File: src/rtl/strap_pkg.sv
package strap_pkg;

  typedef enum logic [1:0] {
    ST_IDLE    = 2'd0,
    ST_WINDOW  = 2'd1,
    ST_CAPTURE = 2'd2,
    ST_DRIVE   = 2'd3
  } seq_state_t;

  // Second pin runs at half rate (24 MHz) when the reference strap is high.
  function automatic logic alt_half_rate(input logic ref_strap);
    return ref_strap;
  endfunction

  // Clock edges after power_good rises until done is set.
  function automatic int unsigned edges_to_done(input int unsigned win);
    return win + 32'd2;
  endfunction

endpackage

File: src/rtl/strap_sync.sv
module strap_sync #(
  parameter int unsigned NPINS  = 2,
  parameter int unsigned STAGES = 2
) (
  input  logic             clk,
  input  logic             rst_n,
  input  logic [NPINS-1:0] pin_in,
  output logic [NPINS-1:0] pin_sync
);

  logic [NPINS-1:0] stage_q [STAGES];

  genvar s;
  generate
    for (s = 0; s < STAGES; s++) begin : g_stage
      if (s == 0) begin : g_first
        always_ff @(posedge clk or negedge rst_n) begin
          if (!rst_n) stage_q[0] <= '0;
          else        stage_q[0] <= pin_in;
        end
      end else begin : g_next
        always_ff @(posedge clk or negedge rst_n) begin
          if (!rst_n) stage_q[s] <= '0;
          else        stage_q[s] <= stage_q[s-1];
        end
      end
    end
  endgenerate

  assign pin_sync = stage_q[STAGES-1];

endmodule

File: src/rtl/strap_window_timer.sv
module strap_window_timer #(
  parameter int unsigned CYCLES = 400000
) (
  input  logic clk,
  input  logic rst_n,
  input  logic run,
  output logic expire
);

  localparam int unsigned CW = (CYCLES > 1) ? $clog2(CYCLES) : 1;
  localparam logic [CW-1:0] LAST = CW'(CYCLES - 1);

  logic [CW-1:0] cnt_q;

  always_ff @(posedge clk or negedge rst_n) begin
    if (!rst_n)      cnt_q <= '0;
    else if (!run)   cnt_q <= '0;
    else if (!expire) cnt_q <= cnt_q + 1'b1;
  end

  assign expire = run && (cnt_q == LAST);

endmodule

File: src/rtl/strap_seq.sv
module strap_seq
  import strap_pkg::*;
(
  input  logic clk,
  input  logic rst_n,
  input  logic win_expire,
  output logic win_run,
  output logic capture_evt,
  output logic done_q,
  output logic drive_q
);

  seq_state_t state_q, state_d;

  always_comb begin
    state_d = state_q;
    case (state_q)
      ST_IDLE:    state_d = ST_WINDOW;
      ST_WINDOW:  if (win_expire) state_d = ST_CAPTURE;
      ST_CAPTURE: state_d = ST_DRIVE;
      ST_DRIVE:   state_d = ST_DRIVE;
      default:    state_d = ST_IDLE;
    endcase
  end

  always_ff @(posedge clk or negedge rst_n) begin
    if (!rst_n) state_q <= ST_IDLE;
    else        state_q <= state_d;
  end

  assign win_run     = (state_q == ST_WINDOW);
  assign capture_evt = (state_q == ST_CAPTURE);

  // done is set by the capture edge; drivers follow one cycle later
  always_ff @(posedge clk or negedge rst_n) begin
    if (!rst_n) begin
      done_q  <= 1'b0;
      drive_q <= 1'b0;
    end else begin
      if (capture_evt) done_q <= 1'b1;
      drive_q <= done_q;
    end
  end

endmodule

File: src/rtl/strap_sampler.sv
module strap_sampler
  import strap_pkg::*;
#(
  parameter int unsigned WINDOW_CYCLES = 400000,
  parameter int unsigned SYNC_STAGES   = 2
) (
  input  logic clk,
  input  logic power_good,
  input  logic pin_ref_lvl,
  input  logic pin_alt_lvl,
  output logic oe_ref,
  output logic oe_alt,
  output logic strap_ref,
  output logic strap_fs1,
  output logic alt_is_24m,
  output logic done
);

  localparam int unsigned NPINS = 2;
  localparam int unsigned IDX_REF = 0;
  localparam int unsigned IDX_ALT = 1;

  logic [NPINS-1:0] pins_raw, pins_sync, straps_q;
  logic win_run, window_expire, capture_evt, done_q, drive_q;

  assign pins_raw[IDX_REF] = pin_ref_lvl;
  assign pins_raw[IDX_ALT] = pin_alt_lvl;

  strap_sync #(.NPINS(NPINS), .STAGES(SYNC_STAGES)) u_sync (
    .clk(clk), .rst_n(power_good), .pin_in(pins_raw), .pin_sync(pins_sync)
  );

  strap_window_timer #(.CYCLES(WINDOW_CYCLES)) u_timer (
    .clk(clk), .rst_n(power_good), .run(win_run), .expire(window_expire)
  );

  strap_seq u_seq (
    .clk(clk), .rst_n(power_good), .win_expire(window_expire),
    .win_run(win_run), .capture_evt(capture_evt),
    .done_q(done_q), .drive_q(drive_q)
  );

  genvar i;
  generate
    for (i = 0; i < NPINS; i++) begin : g_latch
      always_ff @(posedge clk or negedge power_good) begin
        if (!power_good)      straps_q[i] <= 1'b0;
        else if (capture_evt) straps_q[i] <= pins_sync[i];
      end
    end
  endgenerate

  assign strap_ref  = straps_q[IDX_REF];
  assign strap_fs1  = straps_q[IDX_ALT];
  assign alt_is_24m = alt_half_rate(straps_q[IDX_REF]);
  assign done       = done_q;
  assign oe_ref     = drive_q;
  assign oe_alt     = drive_q;

endmodule

File: config.mk
export PLATFORM = sky130hd
export DESIGN_NAME = strap_sampler
export DESIGN_NICKNAME = d
export VERILOG_FILES = /design/src/rtl/strap_pkg.sv /design/src/rtl/strap_sync.sv /design/src/rtl/strap_window_timer.sv /design/src/rtl/strap_seq.sv /design/src/rtl/strap_sampler.sv
export SDC_FILE = /design/constraint.sdc
export NUM_CORES = 1
export LEC_CHECK = 0
export BUFFER_PORTS_ARGS = -buffer_cell sky130_fd_sc_hd__buf_2
export CORE_MARGIN = 10
export CORE_UTILIZATION = 30
export CTS_BUF_LIST = sky130_fd_sc_hd__clkbuf_4 sky130_fd_sc_hd__clkbuf_8 sky130_fd_sc_hd__clkbuf_16
export DETAILED_ROUTE_END_ITERATION = 8
export MAX_ROUTING_LAYER = met4
export SYNTH_ARGS = -nofsm -noshare
export SYNTH_HDL_FRONTEND = slang
export SYNTH_SLANG_ARGS = --single-unit
File: constraint.sdc
create_clock -name clk -period 1.5 [get_ports clk]
set_input_delay 0.3 -clock clk [delete_from_list [all_inputs] [get_ports clk]]
set_output_delay 0.3 -clock clk [all_outputs]
set_load 0.005 [all_outputs]
# Yosys cells after proc, flatten, opt, wreduce, memory -nomap -nowiden
# Cells that the tools add are included.
[classes] addsub=1 n_eq_ne=6 muxes=4 n_reduce_logical=3
[ops] cell="$mux 19" n=2
[ops] cell="$add 19x1->19 const B" n=1
[ops] cell="$eq 19x19->1 const B" n=1
[ops] cell="$pmux 2 s3" n=1
[ops] cell="$eq 2x2->1 const B" n=2
[ops] cell="$eq 2x1->1 const B" n=1
[ops] cell="$logic_not 2->1" n=1
[ops] cell="$mux 2" n=1
[ops] cell="$ne 2x1->1 const B" n=1
[ops] cell="$ne 2x2->1 const B" n=1
[ops] cell="$reduce_or 2->1" n=1
[ops] cell="$logic_and 1x1->1" n=1
[word_totals] register_bits=29 inputBits=4 output_inout_bits=6

# Longest topological paths before layout
[depth] word_depth=4 depth_mapped=7 depth_no_buf=5

# Hierarchy
# Synthesis repeated with hierarchy kept, for this count alone.
[hier_totals] hier_cells=130 hier_area_um2=1370.1
[by_module_without_submodules] mod="strap_window_timer" n_inst=1 cells_per_inst=109 area_each_um2=1026.0 seq_area_each_um2=475.5
[by_module_without_submodules] mod="strap_seq" n_inst=1 cells_per_inst=9 area_each_um2=141.4 seq_area_each_um2=100.1
[by_module_without_submodules] mod="strap_sync" n_inst=1 cells_per_inst=6 area_each_um2=115.1 seq_area_each_um2=100.1
[by_module_without_submodules] mod="strap_sampler" n_inst=1 cells_per_inst=6 area_each_um2=87.6 seq_area_each_um2=50.0

# Worst setup path after synthesis
# No wires, ideal clock.
[synth_path] path_type="reg-to-reg" startpoint="register u_timer.cnt_q[0]" endpoint="register u_seq.state_q[1]" setup_time_ns=0.120 t_arrival_ns=1.399 slack_ns=-0.019 stages_incl_launch_ff=7 n_path_buf=2 cell_sequence="dfrtp_1 -> ha_1 -> and3_1 -> buf_2 -> and2_0 -> buf_2 -> a31o_2"
[synth_via] elab_chain_cells=3
[synth_lines] element="from (decl)" line="strap_window_timer.sv:13" source="logic [CW-1:0] cnt_q;"
[synth_lines] element="from (signal assigned)" line="strap_window_timer.sv:18" source="else if (!expire) cnt_q <= cnt_q + 1'b1;"
[synth_lines] element="$eq 19x19->1" line="strap_window_timer.sv:21" source="assign expire = run && (cnt_q == LAST);"
[synth_lines] element="$logic_and 1x1->1" line="strap_window_timer.sv:21"
[synth_lines] element="$ne 2x1->1 (no line)"
[synth_lines] element="to (signal assigned)" line="strap_seq.sv:28" source="else state_q <= state_d;"
[synth_lines] element="to (decl)" line="strap_seq.sv:13" source="seq_state_t state_q, state_d;"
# Every way passes these cells.
# A chain may end at the register's enable or synchronous reset.

# Worst setup path after layout
[layout_path] startpoint="register u_timer.cnt_q[0]" endpoint="register u_timer.cnt_q[18]"
[layout_via] elab_chain_cells=3 elab_cells_between_ends=6 classes_between="add/sub: 1; eq/ne: 2; mux: 2; reduce/logical: 1"
[layout_lines] element="$add 19x1->19 / $eq 19x19->1 (equally long branches)" line="strap_window_timer.sv:18, strap_window_timer.sv:21"
[layout_lines] element="$mux 19 / $logic_and 1x1->1 (equally long branches)" line="strap_window_timer.sv:18, strap_window_timer.sv:21"
[layout_lines] element="$mux 19 / $ne 2x2->1 (equally long branches)"
# Several ways; a longest one is shown, not always the timed one. The select of a mux whose other input is x is not followed.

==> run metrics <==
synthesis-stage register bit count 29; I/O Pins 10; startpoint of the worst register-to-register path u_timer.cnt_q[0]; Via Count 1113; Slew HR 0.572; Data arrival, critical path 1730 ps; FFs w/ async S/R, synth 1.00; wire per inst 15.3 µm; Seq. cell area 732 µm²; H-Tree Depth 2; drt first pass iters 6; gr usage total 0.0902; area of the multi-input gates 643 µm²; Final setup viols 1; dpl hpwl 2170 µm; RSZ-0062 raised after global routing yes; largest net degree at the start of global routing 30; Worst-path clk slew 60 ps; compound-cell area share of the yosys netlist 0.132; post-synthesis mux area share 0.0168; XOR/XNOR share of the synthesized area 0.0196; crit share post-route 1.00; post-place setup slack -103 ps; CP cell instances ha_2 -> and3_4 -> nand4_1 -> or4_4 -> nand2_2; Post-Syn Nets 127; R2R setup slack -6 ps; Critical Path Max Stage Delay 430 ps; Final Total Pwr 1570 µW; Fillers 425; Setup Skew 3.98 ps; Slowest-stage cell, CP or4_4; VDD IR max 277 µV; Final Wtd Congestion 0.821; crit-path max FO 5; Die ar. 7530 µm²; Post-CTS Hold Fix Bufs 0; nature of the critical path startpoint flop; input/output buffers 9; grt ovf 0; Netlist cell types 36; Mapped Cells 122; die span in y 86.8 µm; Crit. End Element flop; Final Max Tran Viols 0; endpoints failing hold 0; PwrDens 871 nW/µm²; Area Overhead vs Synth 35.0%; CP required 1720 ps; main combinational cell family by area after synthesis simple AND/OR/NAND/NOR gates; Initial Utilization 0.310; initial antenna violation count 0; Seq/Total Area, Yosys 0.542; CP Launch Point u_timer.cnt_q[0]; crit path kind reg2reg; mapped cell area 1340 µm²; Hold Crit Class in2async; CTS buffer count 5; vias in the first global route 1139; R2R depth 5; post-route setup slack -6.04 ps; Die Width 86.8 µm; Post-synth top flop dfrtp_1; max_cap viols 0; DP Cell Count 197; 1st-iter DRT viols 45; layout cells sized above 1 0.446; DRC violations left 0; Clock Sinks 29; syn_area_per_cell 11.0 µm²; max frequency 664 MHz; DR vias/cell 5.33; worst r2r dst u_timer.cnt_q[18]; # diodes 0; number of cell rows 24; failing checks negative setup slack; minimum clock period 1510 ps; core area 4320 µm²; layout net count 162; wirelength, routed 3200 µm; area share of fa/ha/maj cells after synthesis 0.00935; YS warnings 0; Leak 0.000839 µW; Clk Tree Root Cell clkbuf_8; Routed Antenna Nets 0; Finished Layout Cells 209; first-pass GRT wire length 5200 µm; actual slew at the worst max-slew pin 642 ps; number of synthesized flops with an enable pin 0; TritonCTS clock tree done; Synth Area in Simple Gates 0.236; clock buffer depth 2; status complete, but fails checks; clock latency on the worst-skew pair 280 ps
-- critical path, delay by kind of cell (launching register included) --
family / cells / cell delay (ps)
flops: 1 / 390
fa+ha+maj: 1 / 200
simple gates: 4 / 860
-- final cells by class --
type / count / share of cell area
Multi-Input combinational cell: 84 / 0.356
Timing Repair Buffer: 37 / 0.145
Clock buffer: 5 / 0.0381
Sequential cell: 29 / 0.405
Tap cell: 52 / 0.0360
Clock inverter: 2 / 0.0194
-- per-layer routing --
layer  GRT usage  up-vias  part of all wire
li1            -      523                 -
met2       0.148       18              0.53
met1      0.0896      565              0.41
met3      0.0338        7             0.040
met5           -        -                 0
met4      0.0530        0             0.021
-- stage by stage --
| stage | setup TNS, ps | instance area, µm² | hold WS (ps) | utilization |
|---|---|---|---|---|
| 2_1_floorplan | 0 | 1340 | 4.41 | - |
| 3_5_place_dp | -467 | 1570 | 346 | 0.362 |
| 3_3_place_gp | -93.6 | 1570 | 333 | 0.362 |
| 6_report | -6.04 | 1810 | 43.8 | 0.418 |
| 5_1_grt | -316 | 1810 | 94.7 | 0.418 |
| 4_1_cts | 0 | 1710 | 66.0 | 0.395 |
-- cells by family (layout without fill, tap and decap cells) --
| group | count (synthesis) | after routing |
|---|---|---|
| AOI/OAI and AO/OA | 28 | 28 |
| DFF | 29 | 29 |
| and+or+nand+nor | 50 | 50 |
| xor gates and xnor gates | 3 | 3 |
| muxes | 2 | 2 |
| buffers and inverters | 9 | 44 |
| adders and majority gates | 1 | 1 |
-- cell usage after synthesis, types with 2 or more instances --
cell type	number	area, µm²
clkbuf_1	2	7.51
dfrtp_1	29	726
or4_1	3	22.5
nand2b_1	3	18.8
and4_1	2	17.5
nor2_1	3	11.3
o21ai_0	7	35.0
and3_1	5	31.3
nor3_1	2	10.0
nor4_1	2	12.5
nand4_1	3	18.8
buf_4	4	30.0
nand2_1	9	33.8
xor2_1	3	26.3
o211ai_1	3	22.5
nand3_1	6	30.0
a31oi_1	5	31.3
nand3_2	2	20.0
buf_2	2	10.0
a211oi_1	3	22.5
mux2_2	2	22.5
a21oi_1	6	30.0
or3_1	3	18.8
-- worst max-delay path by stage --
stage	end	slack, ps
2_1_floorplan	u_seq.state_q[1]	10
3_3_place_gp	u_timer.cnt_q[5]	-50
3_5_place_dp	u_timer.cnt_q[3]	-100
4_1_cts	u_timer.cnt_q[12]	2
5_1_grt	u_timer.cnt_q[7]	-50
6_report	u_timer.cnt_q[18]	-6
-- sequential cells by signal, summed over array words and instances, names as in the netlist --
signal,cells
u_timer.cnt_q,19
u_seq.state_q,2
u_sync.pin_sync,2
u_sync.stage_q,2
alt_is_24m,1
strap_fs1,1
u_seq.done_q,1
u_seq.drive_q,1
-- timing repair --
item,in CTS,in global routing
buffers inserted,0,5
gates resized for setup,7,21
setup endpoints to repair,10,16
pin swaps,0,4
-- cells in the final DEF, fill, tap and decap left out, types with 2 or more instances in the layout --
| master | count |
|---|---|
| clkbuf_8 | 5 |
| buf_6 | 2 |
| nand3_1 | 6 |
| nand2_2 | 3 |
| nand2b_1 | 3 |
| a21oi_1 | 6 |
| nand2_1 | 6 |
| nand4_1 | 3 |
| buf_4 | 26 |
| a211oi_2 | 2 |
| or4_4 | 2 |
| nor3_1 | 2 |
| o21ai_0 | 7 |
| a31oi_1 | 5 |
| dfrtp_2 | 5 |
| nor2_1 | 3 |
| o211ai_1 | 3 |
| nand3_4 | 2 |
| or3_1 | 3 |
| and3_1 | 2 |
| xor2_1 | 3 |
| dfrtp_1 | 24 |
| and3_4 | 3 |
| mux2_2 | 2 |
| buf_2 | 9 |
-- power by group --
part           internal (µW)  switching (µW)  leakage (µW)
clock                    482             284     0.0000540
sequential               788            1.46      0.000373
combinational           2.76            15.1      0.000412
Power figures use the tool's default switching activity.
